==> config.mk <==
export PLATFORM = sky130hd
export DESIGN_NAME = uart_tx_framer
export DESIGN_NICKNAME = d
export VERILOG_FILES = /design/src/rtl/uart_tx_pkg.sv /design/src/rtl/uart_tx_hold.sv /design/src/rtl/uart_tx_frame.sv /design/src/rtl/uart_tx_shift.sv /design/src/rtl/uart_tx_framer.sv
export SDC_FILE = /design/constraint.sdc
export NUM_CORES = 1
export LEC_CHECK = 0
export BUFFER_PORTS_ARGS = -buffer_cell sky130_fd_sc_hd__buf_4
export CAP_MARGIN = 30
export CORE_MARGIN = 1.5
export CORE_UTILIZATION = 62
export DETAILED_ROUTE_END_ITERATION = 7
export PLACE_DENSITY = 0.83
export RECOVER_POWER = 25
export SLEW_MARGIN = 0
export SYNTH_ARGS = -nofsm -noshare
export SYNTH_HDL_FRONTEND = slang
export SYNTH_SLANG_ARGS = --single-unit
==> constraint.sdc <==
create_clock -name clk_i -period 5.8 [get_ports clk_i]
set_clock_uncertainty 0.1 [all_clocks]
set_input_delay 0.29 -clock clk_i [delete_from_list [all_inputs] [get_ports clk_i]]
set_output_delay 0.29 -clock clk_i [all_outputs]
set_load 0.03 [all_outputs]
==> src/rtl/uart_tx_pkg.sv <==
package uart_tx_pkg;
  typedef enum logic [1:0] {
    PAR_CALC  = 2'b00,
    PAR_FORCE = 2'b01,
    PAR_NONE  = 2'b10,
    PAR_WAKE  = 2'b11
  } par_mode_e;

  localparam int unsigned MIN_DATA_BITS = 5;
endpackage

==> src/rtl/uart_tx_hold.sv <==
module uart_tx_hold #(
  parameter int unsigned DATA_W = 8
) (
  input  logic              clk_i,
  input  logic              rst_ni,
  input  logic              load_i,
  input  logic [DATA_W-1:0] data_i,
  input  logic              addr_i,
  input  logic              take_i,
  output logic              valid_o,
  output logic [DATA_W-1:0] data_o,
  output logic              addr_o
);
  always_ff @(posedge clk_i or negedge rst_ni) begin
    if (!rst_ni) begin
      valid_o <= 1'b0;
      data_o  <= '0;
      addr_o  <= 1'b0;
    end else if (!valid_o) begin
      if (load_i) begin
        valid_o <= 1'b1;
        data_o  <= data_i;
        addr_o  <= addr_i;
      end
    end else if (take_i) begin
      valid_o <= 1'b0;
    end
  end
endmodule

==> src/rtl/uart_tx_frame.sv <==
module uart_tx_frame
  import uart_tx_pkg::*;
#(
  parameter int unsigned DATA_W  = 8,
  parameter int unsigned FRAME_W = DATA_W + 3,
  parameter int unsigned NB_W    = $clog2(FRAME_W + 1)
) (
  input  logic [DATA_W-1:0]  data_i,
  input  logic               addr_i,
  input  par_mode_e          mode_i,
  input  logic               type_i,
  input  logic [1:0]         len_i,
  output logic [FRAME_W-1:0] frame_o,
  output logic [NB_W-1:0]    nbits_o
);
  logic [DATA_W-1:0] mask;
  logic [NB_W-1:0]   ndata;
  logic              extra_bit;
  logic              has_extra;

  assign ndata = NB_W'(MIN_DATA_BITS) + NB_W'(len_i);

  for (genvar i = 0; i < DATA_W; i++) begin : g_mask
    assign mask[i] = (NB_W'(i) < ndata);
  end

  always_comb begin
    unique case (mode_i)
      PAR_CALC:  extra_bit = (^(data_i & mask)) ^ type_i;
      PAR_FORCE: extra_bit = type_i;
      PAR_WAKE:  extra_bit = addr_i ? type_i : ~type_i;
      default:   extra_bit = 1'b1;
    endcase
    has_extra = (mode_i != PAR_NONE);
  end

  // bit 0 is the start bit; unused upper positions stay high (stop/idle)
  always_comb begin
    frame_o    = '1;
    frame_o[0] = 1'b0;
    for (int i = 0; i < DATA_W; i++) begin
      if (mask[i]) frame_o[i+1] = data_i[i];
    end
    if (has_extra) frame_o[ndata + NB_W'(1)] = extra_bit;
    nbits_o = ndata + NB_W'(2) + NB_W'(has_extra);
  end
endmodule

==> src/rtl/uart_tx_shift.sv <==
module uart_tx_shift #(
  parameter int unsigned FRAME_W    = 11,
  parameter int unsigned OVERSAMPLE = 16,
  parameter int unsigned NB_W       = $clog2(FRAME_W + 1),
  parameter int unsigned CNT_W      = (OVERSAMPLE > 1) ? $clog2(OVERSAMPLE) : 1
) (
  input  logic               clk_i,
  input  logic               rst_ni,
  input  logic               tick_i,
  input  logic               start_i,
  input  logic [FRAME_W-1:0] frame_i,
  input  logic [NB_W-1:0]    nbits_i,
  output logic               busy_o,
  output logic               txd_o
);
  logic [FRAME_W-1:0] sreg;
  logic [CNT_W-1:0]   tcnt;
  logic [NB_W-1:0]    left;
  logic               bit_end;

  assign bit_end = tick_i && (tcnt == CNT_W'(OVERSAMPLE - 1));

  always_ff @(posedge clk_i or negedge rst_ni) begin
    if (!rst_ni) begin
      sreg   <= '1;
      busy_o <= 1'b0;
      tcnt   <= '0;
      left   <= '0;
    end else if (start_i && !busy_o) begin
      sreg   <= frame_i;
      busy_o <= 1'b1;
      tcnt   <= '0;
      left   <= nbits_i;
    end else if (busy_o && tick_i) begin
      if (bit_end) begin
        tcnt <= '0;
        sreg <= {1'b1, sreg[FRAME_W-1:1]};
        left <= left - NB_W'(1);
        if (left == NB_W'(1)) busy_o <= 1'b0;
      end else begin
        tcnt <= tcnt + CNT_W'(1);
      end
    end
  end

  assign txd_o = busy_o ? sreg[0] : 1'b1;
endmodule

==> src/rtl/uart_tx_framer.sv <==
module uart_tx_framer
  import uart_tx_pkg::*;
#(
  parameter int unsigned DATA_W     = 8,
  parameter int unsigned OVERSAMPLE = 16
) (
  input  logic              clk_i,
  input  logic              rst_ni,
  input  logic              tick_i,
  input  logic              load_i,
  input  logic [DATA_W-1:0] data_i,
  input  logic              addr_i,
  input  logic [1:0]        par_mode_i,
  input  logic              par_type_i,
  input  logic [1:0]        char_len_i,
  output logic              txd_o,
  output logic              tx_empty_o
);
  localparam int unsigned FRAME_W = DATA_W + 3;
  localparam int unsigned NB_W    = $clog2(FRAME_W + 1);

  logic              hold_valid;
  logic [DATA_W-1:0] hold_data;
  logic              hold_addr;
  logic              busy;
  logic              take;
  logic [FRAME_W-1:0] frame;
  logic [NB_W-1:0]    nbits;

  assign take = hold_valid && !busy;

  uart_tx_hold #(.DATA_W(DATA_W)) u_hold (
    .clk_i   (clk_i),
    .rst_ni  (rst_ni),
    .load_i  (load_i),
    .data_i  (data_i),
    .addr_i  (addr_i),
    .take_i  (take),
    .valid_o (hold_valid),
    .data_o  (hold_data),
    .addr_o  (hold_addr)
  );

  uart_tx_frame #(.DATA_W(DATA_W), .FRAME_W(FRAME_W), .NB_W(NB_W)) u_frame (
    .data_i  (hold_data),
    .addr_i  (hold_addr),
    .mode_i  (par_mode_e'(par_mode_i)),
    .type_i  (par_type_i),
    .len_i   (char_len_i),
    .frame_o (frame),
    .nbits_o (nbits)
  );

  uart_tx_shift #(.FRAME_W(FRAME_W), .OVERSAMPLE(OVERSAMPLE), .NB_W(NB_W)) u_shift (
    .clk_i   (clk_i),
    .rst_ni  (rst_ni),
    .tick_i  (tick_i),
    .start_i (take),
    .frame_i (frame),
    .nbits_i (nbits),
    .busy_o  (busy),
    .txd_o   (txd_o)
  );

  assign tx_empty_o = !hold_valid && !busy;
endmodule

# Word-level counts from Yosys, hierarchy flattened
# Index checks and enable logic that the tools add are counted.
totals:
  regBits: 30
  out_inout_bits: 2
  wordCells: 79
classes:
  add_sub_neg: 6
  n_lt_le_gt_ge: 10
  eq_ne: 5
  n_mux: 31
  n_bitwise: 4
  n_reduce_logical: 16
ops:
  columns: ["cell", "count"]
  rows:
  - ["11-bit two-way mux", 4]
  - ["4-bit two-way mux", 6]
  - ["1-bit two-way mux", 18]
  - ["3-bit by 4-bit < comparator with 1-bit output, first input constant", 4]
  - ["11-bit bitwise mux", 1]
  - ["4-bit by 1-bit adder with 4-bit output, second input constant", 2]
  - ["8-bit AND", 1]
  - ["1-bit by 4-bit < comparator with 1-bit output, first input constant", 2]
  - ["2-bit by 4-bit < comparator with 1-bit output, first input constant", 2]
  - ["8-bit XOR reduction", 1]
  - ["1-bit logical AND", 6]
  - ["2-bit nonzero test", 3]
  - ["4-bit by 5-bit < comparator with 1-bit output, second input constant", 1]
  - ["3-bit by 2-bit adder with 4-bit output, first input constant", 1]
  - ["4-bit by 1-bit adder with 4-bit output", 1]
  - ["4-bit by 2-bit adder with 4-bit output, second input constant", 1]
  - ["1-bit demux with 4-bit select", 1]
  - ["4-bit by 1-bit equality test with 1-bit output, second input constant", 1]
  - ["4-bit equality test, second input constant", 1]
  - ["4-bit by 1-bit >= comparator with 1-bit output, second input constant", 1]
  - ["2-bit AND reduction", 2]
  - ["4-bit by 1-bit subtractor with 4-bit output, second input constant", 1]
  - ["1-bit case mux with 3 select lines", 1]
  - ["3-bit AND reduction", 1]
  - ["other kinds (7)", 9]

# Longest topological paths before layout
# Gate-level depths: netlist of run 1.
logic_depth:
  depth_word: 9
  mapped_depth: 9

# By module
# A second synthesis of run 1 with hierarchy kept.
hier_totals:
  cells_unflattened: 171
  hier_area_um2: 2054.5
by_module_without_submodules:
  columns: ["mod", "instances", "cells_each", "area_each_um2"]
  rows:
  - ["uart_tx_shift", 1, 91, 1207.4]
  - ["uart_tx_frame", 1, 55, 415.4]
  - ["uart_tx_hold", 1, 23, 414.1]
  - ["uart_tx_framer", 1, 2, 17.5]

# Worst setup path before layout of run 1
# Ideal clock, no wire load.
synth_path:
  path_kind: "input-to-reg"
  startpoint: "in char_len_i[0]"
  endpoint: "reg u_shift.sreg[4]"
  setup_time_ns: 0.097
  arrival_time_ns: 1.877
  required_time_ns: 5.603
  slack_ns: 3.726
  cell_stages: 9
  path_cell_list: "inv_1 > ha_1 > inv_1 > ha_1 > nor2b_1 > xnor2_1 > xnor3_1 > o31ai_4 > o221ai_1"
synth_between:
  elab_chain_cells: 9
synth_lines:
  columns: ["item", "line_no", "text"]
  rows:
  - ["start, declared", "uart_tx_framer.sv:15", "input logic [1:0] char_len_i,"]
  - ["3-bit by 2-bit adder with 4-bit output *", "uart_tx_frame.sv:21", "assign ndata = NB_W'(MIN_DATA_BITS) + NB_W'(len_i);"]
  - ["4-bit by 1-bit adder with 4-bit output, or another cell as far along", "uart_tx_frame.sv:44", "if (has_extra) frame_o[ndata + NB_W'(1)] = extra_bit;"]
  - ["4-bit by 5-bit < comparator with 1-bit output (implied by the code), or another cell as far along", "uart_tx_frame.sv:44", null]
  - ["1-bit logical AND (implied by the code) / 8-bit XOR reduction (equally long branches)", "uart_tx_frame.sv:44, uart_tx_frame.sv:29", null]
  - ["1-bit two-way mux (implied by the code) / 1-bit XOR (equally long branches)", "uart_tx_frame.sv:44, uart_tx_frame.sv:29", null]
  - ["1-bit demux with 4-bit select / 1-bit case mux with 3 select lines (equally long branches)", null, null]
  - ["11-bit bitwise mux", "uart_tx_frame.sv:44", null]
  - ["11-bit two-way mux *", "uart_tx_frame.sv:44", null]
  - ["11-bit two-way mux *", "uart_tx_shift.sv:29", "end else if (start_i && !busy_o) begin"]
  - ["end signal, assigned", "uart_tx_shift.sv:30", "sreg <= frame_i;"]
  - ["end signal, assigned", "uart_tx_shift.sv:37", "sreg <= {1'b1, sreg[FRAME_W-1:1]};"]
  - ["end, declared", "uart_tx_shift.sv:16", "logic [FRAME_W-1:0] sreg;"]
# Every way passes the cells marked *; elsewhere a longest branch is shown, timed or not.
# A chain may end at the register's enable or synchronous reset.

# Worst setup path after layout of run 1
layout_path:
  startpoint: "in char_len_i[0]"
  endpoint: "reg u_shift.sreg[5]"
# The elaborated chain is that of the path after synthesis.

==> results of run 1 <==
-- report_power, final --
group          switching [mW]  internal (mW)  total (mW)  leakage, nW
Clock                  0.0720         0.0587       0.131       0.0353
Combinational          0.0837          0.116       0.199        0.516
Sequential             0.0449          0.270       0.315        0.343
-- cell usage in the layout (no fill, tap or decap), types with 5 or more instances in the layout --
cell type	n
sky130_fd_sc_hd__clkbuf_4	5
sky130_fd_sc_hd__mux2_2	10
sky130_fd_sc_hd__nor2b_1	6
sky130_fd_sc_hd__inv_1	9
sky130_fd_sc_hd__nor2_1	13
sky130_fd_sc_hd__a21oi_1	9
sky130_fd_sc_hd__ha_1	13
sky130_fd_sc_hd__dfrtp_1	19
sky130_fd_sc_hd__nand2_1	19
sky130_fd_sc_hd__xnor2_1	10
sky130_fd_sc_hd__buf_4	19
sky130_fd_sc_hd__dfstp_2	11
sky130_fd_sc_hd__o21ai_0	8
-- logic make-up (layout without fill, tap and decap cells) --
kind of cell	count (synthesis)	after routing	share of synthesized area, %
AO/OA/AOI/OAI	33	33	12.52
XOR/XNOR	13	13	7.338
adder cells (fa/ha/maj)	13	13	9.353
buffers and inverters	15	38	3.309
flip-flops	30	30	43.96
multiplexers	14	14	8.777
AND/OR/NAND/NOR	53	53	14.75
-- worst register-to-register path, stage by stage, from the launching register on --
cell                       delay (ns)
sky130_fd_sc_hd__dfrtp_1         0.44
sky130_fd_sc_hd__ha_1            0.25
sky130_fd_sc_hd__nand3_1         0.12
sky130_fd_sc_hd__nor2_1          0.49
sky130_fd_sc_hd__nor2_1          0.08
sky130_fd_sc_hd__or3_1           0.34
sky130_fd_sc_hd__o211ai_1        0.10
-- metal layers --
metal / share of wire [%] / wire (um) / global-route usage (%) / vias to the layer above
li1: - / - / - / 628
met1: 45 / 1501 / 29.64 / 638
met2: 49 / 1652 / 37.98 / 30
met3: 4.5 / 151 / 6.977 / 7
met4: 1.6 / 54 / 10.20 / 0
met5: 0 / 0 / 0 / -
-- flip-flops by register name (all words and copies together) (netlist names) --
name	count
u_hold.addr_o	1
u_shift.sreg	11
u_shift.left	4
u_shift.tcnt	4
u_shift.busy_o	1
u_hold.data_o	8
u_hold.valid_o	1
-- how the worst max path moves through the flow --
stage | start | endpoint | slack, ns | depth (start not counted)
floorplan | char_len_i[0] | u_shift.sreg[4] | 3.73 | 9
global placement | char_len_i[0] | u_shift.sreg[4] | 3.49 | 10
detailed placement | char_len_i[0] | u_shift.sreg[5] | 3.37 | 10
CTS | char_len_i[0] | u_shift.sreg[5] | 3.73 | 10
global route | rst_ni | u_hold.data_o[4] | 3.58 | 2
finish | char_len_i[0] | u_shift.sreg[5] | 3.70 | 10
-- through the flow --
step | hold WS (ns) | util, % | setup slack [ns] | power, mW
finish | 0.09112 | 72.71 | 3.701 | 0.6449
global route | 0.06898 | 72.71 | 3.575 | 0.6817
CTS | 0.08294 | 72.85 | 3.729 | 0.6484
detailed placement | 0.1338 | 70.27 | 3.373 | 0.5187
global placement | 0.1297 | 70.27 | 3.494 | 0.5052
floorplan | -0.1056 | - | 3.726 | 0.4683
-- cell type report --
| class | instances | area [um^2] | share of cell area [%] |
|---|---|---|---|
| clock buffer | 7 | 55.05 | 2.794 |
| clock inverter | 1 | 5.005 | 0.2540 |
| inverter | 9 | 33.78 | 1.714 |
| multi-input combinational | 126 | 917.1 | 46.54 |
| sequential | 30 | 764.5 | 38.79 |
| tap | 31 | 38.79 | 1.968 |
| timing repair buffer | 21 | 156.4 | 7.937 |
-- synthesized netlist by cell type, drive strengths merged --
master | n | share of area (%)
o21ai | 9 | 2.6
nor3b | 1 | 0.43
mux2 | 10 | 6.5
nor4b | 1 | 0.50
ha | 13 | 9.4
o211ai | 2 | 0.86
buf | 1 | 0.29
a22o | 1 | 0.50
mux2i | 4 | 2.3
dfstp | 11 | 17
o221ai | 3 | 1.5
and2 | 1 | 0.36
o21a | 1 | 0.43
xor2 | 2 | 1.0
nor2b | 6 | 2.2
nand2b | 3 | 1.1
nor2 | 13 | 2.8
a21oi | 9 | 2.6
dfrtp | 19 | 27
clkbuf | 5 | 1.1
nand2 | 20 | 4.5
xnor2 | 10 | 5.0
xnor3 | 1 | 1.3
a31oi | 3 | 1.1
nand3 | 4 | 1.2
a211oi | 1 | 0.43
a21o | 2 | 0.86
o31ai | 2 | 1.7
nor4 | 1 | 0.72
or2 | 1 | 0.36
inv | 9 | 1.9
nand4 | 1 | 0.36
or3 | 1 | 0.36
-- what timing repair did --
item,CTS,global route
resized for setup,0,0
hold buffers,1,0
hold endpoints to repair,19,0
==> impl_results.rst, run 1 <==
.. list-table::
   :header-rows: 1

   * - Metric
     - Value
   * - Slew of the pin with the lowest slew margin
     - around 1.6 ns
   * - Clk root buf
     - sky130_fd_sc_hd__clkbuf_4
   * - #FFs+latches synth
     - 30
   * - Hold_sp
     - addr_i
   * - RSZ-0062 raised after global routing
     - no
   * - Violated checks
     - max-capacitance violations, max-slew violations
   * - CTS HTree Levels
     - 2
   * - Cells after synthesis
     - 171
   * - Number of antenna diodes
     - 0
   * - Final weighted congestion of routability-driven global placement
     - between 0.9 and 1
   * - Slew Viols, Final
     - 31
   * - Leakage power figure
     - 0.8942 nW
   * - Post-route cell area
     - approximately 2000 um^2
   * - Crit-path cells
     - buf_4 -> inv_1 -> ha_1 -> inv_1 -> ha_1 -> nor2b_1 -> xnor2_1 -> xnor3_1 -> o31ai_4 -> o221ai_1
   * - CP Data Arrival Time
     - 2.23 ns
   * - Number of antenna violations at the first check in global routing
     - 0
   * - Placement Cell Area
     - about 1900 um^2
   * - Highest clock frequency the design can meet
     - 476.5 MHz
   * - Worst reg2reg setup slack
     - between 3 and 4 ns
   * - Yosys Warn Count
     - 0
   * - Endpoints failing setup
     - 0
   * - Total Wirelength
     - about 3400 um
   * - Start-to-end type of the worst setup path
     - in -> reg
   * - Total global routing track utilization
     - 23.61%
   * - Clock tree from TritonCTS
     - built
   * - Worst Hold End
     - u_hold.addr_o
   * - Required time at the endpoint of the critical path
     - between 5 and 6 ns
   * - Core Area
     - 2710 um^2
   * - Maximum number of pins on one net before global-route repair
     - 31
   * - Average cell area after synthesis
     - 10.17 um^2
   * - Tcrit/Tclk final
     - a little over a third
   * - Max-capacitance violation count
     - 1
   * - Power per unit of standard cell area
     - 327.3 nW/um^2
   * - Final Hold Vio Count
     - 0
   * - Outcome
     - finished with violations
   * - Layout overhead on the synthesized area
     - 13.31%
   * - Initial core utilization
     - 64.17%
   * - Reg2reg end
     - u_shift.sreg[9]
   * - Post-placement cell count
     - approximately 220
   * - Worst-path maximum fanout
     - 7
   * - Final routed DRC violation total
     - 0
   * - Vertical die dimension
     - approximately 56 um
   * - Dominant delay contributor by cell family on the critical path
     - XOR/XNOR gates
   * - Vias in the first global route
     - roughly 1.3k
   * - Number of buffers and inverters on the critical path
     - 3
   * - Slowest Stage Delay on Critical Path
     - about 0.37 ns
   * - Cell depth of the worst hold path
     - 2
   * - Sequential-to-total area share from yosys stat
     - 43.96%
   * - Total overflow reported by the global router
     - 0
   * - I/O pins
     - 20
   * - Iteration-0 DRC Markers
     - 67
   * - Width of the die
     - approximately 56 um
   * - Post-DP HPWL
     - between 2000 and 2500 um
   * - Startpoint of the lowest-slack register-to-register path
     - u_shift.tcnt[0]
   * - Fill cell instance count of the final layout
     - 211
   * - Antenna Violating Nets Remaining
     - 0
   * - Number of distinct standard cells referenced by the synthesized netlist
     - 36
   * - Remaining max-slew budget at the tightest pin
     - -7.195%
   * - Crit end category
     - flop
   * - Worst hold path type
     - in -> reg
   * - Total number of nets in the final design
     - between 200 and 250
   * - Clock insertion delay at the later pin of the skew report
     - 0.33 ns
   * - Number of buffers added on ports
     - 19
   * - Sinks on Clock Net
     - 30
   * - Routed vias/inst
     - between 5 and 6
   * - WL per Instance
     - approximately 15 um
   * - Fraction of layout instances using a drive strength above 1
     - between 20% and 30%
   * - Clk slew on worst S/H paths
     - about 0.090 ns
   * - Number of placement rows
     - 19
   * - Total negative slack
     - 0 ns
   * - Wire length of the first global-routing pass
     - 5685 um
   * - Pre-Repair DR Iteration Count
     - 4
   * - Buffers inserted by post-CTS timing repair
     - 0
   * - Non-filler instance count after layout
     - ~230
   * - Sort of element at the start of the critical path
     - input pin
   * - Slowest library cell on the worst path
     - sky130_fd_sc_hd__xnor3_1
   * - Reg2Reg Depth
     - 6
   * - Die area
     - approximately 3100 um^2
   * - Bufs on Longest Clock Path
     - 2
   * - Overall via count from detail_route
     - 1,303
   * - Clock buffer count from CTS
     - 5
   * - Final critical delay including setup and external delays
     - around 2.1 ns
   * - Peak ir drop on the vdd network
     - 299.3 uV
   * - Area of the mapped netlist
     - between 1500 and 2000 um^2
   * - Net Count, Synth
     - slightly above 200
Note: power is estimated with default switching activity, not from simulation.
==> run 2, diff against run 1 <==
- CORE_UTILIZATION: 62 -> 52
- PLACE_DENSITY: 0.83 -> 0.74
- clock period: 5.8 -> 1.7 ns (I/O delays scaled with it)
==> run 2 against run 1 <==
The flow finishes with violations (negative setup slack); combinational power grew to 4.9 times the previous value; flip-flop and latch count unchanged; global-route usage grew 2.6 points; via count is 15% higher; cell count up 22%; critical endpoint is now u_shift.sreg[4].
==> impl_results.rst, run 2 (synthesis gave the netlist of run 1 again) <==
.. list-table::
   :header-rows: 1

   * - Metric
     - Value
   * - Final cell utilization of the core
     - 76.85% (+4.1 points)
   * - Final weighted congestion of routability-driven global placement
     - 0.9143 (-5.0%)
   * - Initial core utilization
     - 56.05% (-8.1 points)
   * - Fraction of layout instances using a drive strength above 1
     - 38.96% (+13 points)
   * - Placement Cell Area
     - 2116 um^2 (+11%)
   * - Remaining max-slew budget at the tightest pin
     - 51.42% (+59 points)
   * - Gate power share
     - 38.5% (+7.6 points)
   * - Internal cell power
     - 1.695 mW (+280%)
   * - Total Wirelength
     - 4311 um (+28%)
   * - Routed met2 length
     - 2258 um (+37%)
   * - Slowest Stage Delay on Critical Path
     - 0.46 ns (+0.09 ns)
   * - CTS HTree Levels
     - 2 (unchanged)
   * - Start-to-end type of the worst setup path
     - reg -> reg
   * - Hold slack final
     - 0.05918 ns (-0.03193 ns)
   * - Final routed DRC violation total
     - 0 (unchanged)
   * - Place WS
     - -0.2707 ns (-3.643 ns)
   * - Sort of element at the start of the critical path
     - flop
   * - Final worst slack
     - -0.1301 ns (-3.832 ns)
   * - Bufs on Longest Clock Path
     - 2 (unchanged)
   * - Post-route cell area
     - 2385 um^2 (+21%)
   * - Clk network pwr share
     - 18.2% (-2.1 points)
   * - Layout overhead on the synthesized area
     - 37.12%
   * - Crit end category
     - flop
   * - Power per unit of standard cell area
     - 1057 nW/um^2 (+220%)
   * - Total negative slack
     - -0.6805 ns (-0.6805 ns)
   * - Total number of nets in the final design
     - 261 (+17%)
   * - Antenna Violating Nets Remaining
     - 0 (unchanged)
   * - I/O pins
     - 20 (unchanged)
   * - Overall via count from detail_route
     - 1,498 (+15%)
   * - Post-placement cell count
     - 252 (+17%)
   * - NetSw
     - 826.7 uW (+310%)
   * - Number of antenna violations at the first check in global routing
     - 0 (unchanged)
   * - Tcrit/Tclk final
     - 107.7%
   * - Required time at the endpoint of the critical path
     - 1.85 ns (-4.08 ns)
   * - Clock insertion delay at the later pin of the skew report
     - 0.34 ns (about the same)
   * - Max FFs per register
     - 11 (unchanged)
   * - Worst hold path type
     - in -> reg
   * - Clk root buf
     - sky130_fd_sc_hd__clkbuf_4
   * - Switching part of the total power
     - 32.79% (+1.7 points)
   * - Worst-path maximum fanout
     - 7 (unchanged)
   * - Iteration-0 DRC Markers
     - 61 (-9.0%)
   * - Post-DP HPWL
     - 2734 um (+11%)
   * - Sequential share of power
     - 43.3% (-5.5 points)
   * - Most common cell after layout, fill and taps aside
     - sky130_fd_sc_hd__buf_4
   * - Sinks on Clock Net
     - 30 (unchanged)
   * - Most used cells in the layout excluding fill and tap cells
     - sky130_fd_sc_hd__buf_4, sky130_fd_sc_hd__nand2_1, sky130_fd_sc_hd__dfrtp_1, sky130_fd_sc_hd__nor2_1, sky130_fd_sc_hd__dlygate4sd3_1
   * - Crit-path cells
     - nor2b_4 -> xnor2_2 -> xnor3_1 -> o31ai_4 -> buf_6 -> o221ai_2
   * - Core Area
     - 3103 um^2 (+14%)
   * - Non-filler instance count after layout
     - 275 (+22%)
   * - Total overflow reported by the global router
     - 0 (unchanged)
   * - Number of buffers added on ports
     - 19 (unchanged)
   * - Clock tree from TritonCTS
     - built
   * - Maximum number of pins on one net before global-route repair
     - 31 (unchanged)
   * - Clock buffer count from CTS
     - 5 (unchanged)
   * - Largest register by flop count
     - u_shift.sreg
   * - Slowest library cell on the worst path
     - sky130_fd_sc_hd__xnor3_1
   * - Peak ir drop on the vdd network
     - 876.3 uV (+190%)
   * - Slew Viols, Final
     - 0 (-100%)
   * - Max-capacitance violation count
     - 0 (-1)
   * - Endpoints failing setup
     - 7 (+7)
   * - Violated checks
     - negative setup slack
   * - Fill cell instance count of the final layout
     - 222 (+5.2%)
   * - RSZ-0062 raised after global routing
     - yes
   * - Final Hold Vio Count
     - 0 (unchanged)
   * - Number of placement rows
     - 20 (+1)
   * - Vias in the first global route
     - 1,595 (+23%)
   * - Wire length of the first global-routing pass
     - 6900 um (+21%)
   * - Pwr Total
     - 2.521 mW (+290%)
   * - Clk slew on worst S/H paths
     - 0.10 ns (about the same)
   * - Number of antenna diodes
     - 0 (unchanged)
   * - Pre-Repair DR Iteration Count
     - 4 (unchanged)
   * - Total global routing track utilization
     - 26.24% (+2.6 points)
   * - Outcome
     - finished with violations
   * - Metal-1 WL
     - 1605 um (+6.9%)
   * - Routed vias/inst
     - 5.447 (-5.9%)
   * - Leakage power figure
     - 1.087 nW (+22%)
   * - Width of the die
     - 60.83 um (+8.7%)
   * - Vertical die dimension
     - 60.83 um (+8.7%)
   * - Largest registers
     - u_shift.sreg: 11 flops, u_hold.data_o: 8 flops
   * - Top routing layer in use
     - met4
   * - CP Data Arrival Time
     - 1.98 ns (-0.25 ns)
   * - Die area
     - 3700 um^2 (+18%)
   * - Slew of the pin with the lowest slew margin
     - 0.7287 ns (-0.8792 ns)
   * - Total met3 wirelength after detailed routing
     - 214 um (+42%)
   * - WL per Instance
     - 15.68 um (+5.0%)
   * - Final critical delay including setup and external delays
     - roughly 1.8 ns
   * - Highest clock frequency the design can meet
     - about 550 MHz
run 2: final cells by class:
cell class / instances / area [um^2] / area share (%)
timing repair buffer: 58 / 466.7 / 19.57
multi-input combinational: 126 / 997.2 / 41.82
clock inverter: 2 / 12.51 / 0.5247
inverter: 9 / 37.54 / 1.574
sequential: 30 / 764.5 / 32.06
tap: 44 / 55.05 / 2.308
clock buffer: 6 / 51.30 / 2.151
run 2: final timing paths:
check | cells after the start | endpoint | from | slack, ns
max | 6 | u_shift.sreg[4] | u_hold.data_o[6] | -0.13
min | 4 | u_shift.tcnt[0] | tick_i | 0.06
max reg2reg | 6 | u_shift.sreg[4] | u_hold.data_o[6] | -0.13
min reg2reg | 2 | u_shift.sreg[0] | u_shift.sreg[0] | 0.39
max in group asynchronous | 2 | u_hold.data_o[5] | rst_ni | 0.80
min in group asynchronous | 2 | u_shift.tcnt[0] | rst_ni | 0.23
run 2: routing by layer:
layer	track usage, %	vias up
met5	0	-
met4	13.98	0
met3	7.889	20
met2	46.70	49
met1	27.70	721
li1	-	708
run 2: worst max-delay path, delay by kind of cell, from the launching register on:
| kind | cells | cell delay (ns) |
|---|---|---|
| buf+inv | 1 | 0.16 |
| simple gates | 1 | 0.15 |
| xor+xnor | 2 | 0.60 |
| compound gates | 2 | 0.31 |
| flops | 1 | 0.42 |
run 2: power groups by stage:
stage                     clock network (mW)  registers, mW  logic, mW
after global routing                   0.499           1.11       1.05
after floorplan                            0           1.05      0.571
final                                  0.459           1.09      0.972
after CTS                              0.466           1.06      0.908
after detailed placement                   0           1.07      0.855
after global placement                     0           1.06      0.824
run 2: repair_timing:
action / 4_1_cts / 5_1_grt
pin swaps: 7 / 2
endpoints found under the setup margin: 7 / 10
resized for setup: 5 / 6
hold buffers: 12 / 0
buffers inserted: 1 / 2
endpoints found under the hold margin: 41 / 0
==> run 3, diff against run 2 <==
- CORE_UTILIZATION: 52 -> 62
- CTS_CLUSTER_SIZE: unset -> 28
- PLACE_DENSITY: 0.74 -> 0.83
- clock period: 1.7 -> 2.2 ns (I/O delays scaled with it)
==> run 3 against run 2 <==
Die area fell by 15%; utilization increased by 2.2 points; wire length fell by 12%; cell count down 12%; register-to-register slack improved by 0.36 ns; clock power increased by 2%; flip-flop and latch count is the same; the flow finishes with violations (max-capacitance violations, max-slew violations); via count is 7.7% lower; critical endpoint is now u_shift.sreg[8]; sequential power fell by 23%; non-clock buffer count is 21 lower; first-iteration DRC count down 51%; setup slack improved by 0.36 ns.
==> impl_results.rst, run 3 (synthesis gave the netlist of run 1 again) <==
.. list-table::
   :header-rows: 1

   * - Metric
     - Value
   * - Outcome
     - finished with violations
   * - Violated checks
     - max-capacitance violations, max-slew violations
   * - Start-to-end type of the worst setup path
     - reg -> reg
   * - Final weighted congestion of routability-driven global placement
     - 0.9264 (+1.3%)
   * - Clk root buf
     - sky130_fd_sc_hd__clkbuf_4
   * - Most common cell after layout, fill and taps aside
     - sky130_fd_sc_hd__buf_4
   * - Layout overhead on the synthesized area
     - 23.24%
   * - Sinks on Clock Net
     - 30 (unchanged)
   * - Leakage power figure
     - 0.9753 nW (-10%)
   * - Total negative slack
     - 0 ns (+0.6805 ns)
   * - Routed vias/inst
     - 5.734 (+5.3%)
   * - Final critical delay including setup and external delays
     - 1.974 ns (+0.1436 ns)
   * - Crit end category
     - flop
   * - Final routed DRC violation total
     - 0 (unchanged)
   * - Number of placement rows
     - 19 (-5.0%)
   * - Clock buffer count from CTS
     - 5 (unchanged)
   * - Wire length of the first global-routing pass
     - 6389 um (-7.4%)
   * - Final Hold Vio Count
     - 0 (unchanged)
   * - Vias in the first global route
     - 1,420 (-11%)
   * - Slew Viols, Final
     - 31 (+31)
   * - Initial core utilization
     - 64.17% (+8.1 points)
   * - Non-filler instance count after layout
     - 241 (-12%)
   * - Clock tree from TritonCTS
     - built
   * - Required time at the endpoint of the critical path
     - 2.34 ns (+0.49 ns)
   * - Worst hold path type
     - in -> reg
   * - Post-DP HPWL
     - 2562 um (-6.3%)
   * - RSZ-0062 raised after global routing
     - no
   * - Bufs on Longest Clock Path
     - 2 (unchanged)
   * - Worst-path maximum fanout
     - 14 (+7)
   * - Slew of the pin with the lowest slew margin
     - 1.559 ns (+0.8299 ns)
   * - Total Wirelength
     - 3795 um (-12%)
   * - I/O pins
     - 20 (unchanged)
   * - Antenna Violating Nets Remaining
     - 0 (unchanged)
   * - Iteration-0 DRC Markers
     - 30 (-51%)
   * - Peak ir drop on the vdd network
     - 987.1 uV (+13%)
   * - Overall via count from detail_route
     - 1,382 (-7.7%)
   * - Total number of nets in the final design
     - 240 (-8.0%)
   * - Width of the die
     - 55.97 um (-8.0%)
   * - Remaining max-slew budget at the tightest pin
     - -3.907% (-55 points)
   * - Most used cells in the layout excluding fill and tap cells
     - sky130_fd_sc_hd__buf_4, sky130_fd_sc_hd__nand2_1, sky130_fd_sc_hd__dfrtp_1, sky130_fd_sc_hd__nor2_1, sky130_fd_sc_hd__ha_1
   * - Tcrit/Tclk final
     - 89.72% (-18 points)
   * - Clock insertion delay at the later pin of the skew report
     - 0.34 ns (about the same)
   * - Power per unit of standard cell area
     - 871.2 nW/um^2 (-18%)
   * - Post-placement cell count
     - 221 (-12%)
   * - Largest registers
     - u_shift.sreg: 11 flops, u_hold.data_o: 8 flops
   * - Total overflow reported by the global router
     - 0 (unchanged)
   * - Highest clock frequency the design can meet
     - 506.7 MHz (-7.3%)
   * - WL per Instance
     - 15.75 um (+0.45%)
   * - Sort of element at the start of the critical path
     - flop
   * - Maximum number of pins on one net before global-route repair
     - 31 (unchanged)
   * - Pre-Repair DR Iteration Count
     - 4 (unchanged)
   * - Die area
     - 3132 um^2 (-15%)
   * - Clk slew on worst S/H paths
     - 0.09 ns (about the same)
   * - Number of buffers added on ports
     - 19 (unchanged)
   * - Total global routing track utilization
     - 26.84% (+0.60 points)
   * - Largest register by flop count
     - u_shift.sreg
   * - Max FFs per register
     - 11 (unchanged)
   * - Endpoints failing setup
     - 0 (-7)
   * - Number of antenna violations at the first check in global routing
     - 0 (unchanged)
   * - Fraction of layout instances using a drive strength above 1
     - 26.67% (-12 points)
   * - Core Area
     - 2710 um^2 (-13%)
   * - Vertical die dimension
     - 55.97 um (-8.0%)
   * - Max-capacitance violation count
     - 1 (+1)
   * - CP Data Arrival Time
     - 2.12 ns (+0.14 ns)
   * - CTS HTree Levels
     - 2 (unchanged)
   * - Number of antenna diodes
     - 0 (unchanged)
[run 3: cell types whose count changed in the layout (fill, tap and decap cells not counted), sizes merged]
cell	delta
buf	-21
bufinv	+1
clkbuf	+1
clkinvlp	-2
clkinv	-1
inv	+1
[run 3: area by class of cell]
class | count | area (um^2)
tap | 31 | 38.79
fill | 179 | 566.8
multi-input combinational | 126 | 917.1
sequential | 30 | 764.5
inverter | 9 | 33.78
clock inverter | 1 | 30.03
clock buffer | 7 | 55.05
timing repair buffer | 37 | 304.0
[run 3: critical path: stages, from the launching register on]
cell,delay [ns]
sky130_fd_sc_hd__dfrtp_1,0.44
sky130_fd_sc_hd__ha_1,0.24
sky130_fd_sc_hd__nand3_1,0.13
sky130_fd_sc_hd__or2_2,0.44
sky130_fd_sc_hd__mux2_2,0.31
sky130_fd_sc_hd__a21oi_1,0.12
sky130_fd_sc_hd__o21ai_0,0.09
[run 3: final timing paths]
check	cells after the start	slack, ns	startpoint	end
max in group asynchronous	2	0.50	rst_ni	u_hold.data_o[7]
worst max register to register	6	0.23	u_shift.tcnt[0]	u_shift.sreg[8]
min in group asynchronous	2	0.59	rst_ni	u_hold.data_o[1]
worst max-delay path	6	0.23	u_shift.tcnt[0]	u_shift.sreg[8]
worst min register to register	2	0.38	u_shift.sreg[1]	u_shift.sreg[0]
worst min-delay path	4	0.09	tick_i	u_shift.tcnt[0]
[run 3: report_power, final]
group          internal [mW]  switching (mW)
sequential             0.712           0.128
clock                  0.271           0.194
combinational          0.322           0.239
[run 3: through the flow]
step                setup slack [ns]  power [mW]  util [%]  instance area [um^2]  hold slack (ns)
global placement              0.1587       1.339     71.65                  1942         -0.05145
finish                        0.2263       1.867     79.09                  2143          0.08597
CTS                           0.2329       1.866     79.22                  2147          0.06657
detailed placement           0.08033       1.386     71.65                  1942         -0.04408
floorplan                     0.3060       1.235         -                  1739          -0.2856
global route                 0.09309       1.958     79.09                  2143          0.08291
[run 3: timing repair]
action,in CTS,in global routing
hold buffers,12,0
buffers inserted,0,0
gates resized for setup,0,0
hold endpoints to repair,40,0
[run 3: per-layer routing]
metal  track usage (%)  routed length (um)  vias up
met4             10.54                  97        0
met2             45.04                1881       39
li1                  -                   -      662
met5                 0                   0        -
met1             32.25                1662      669
met3             8.140                 153       12
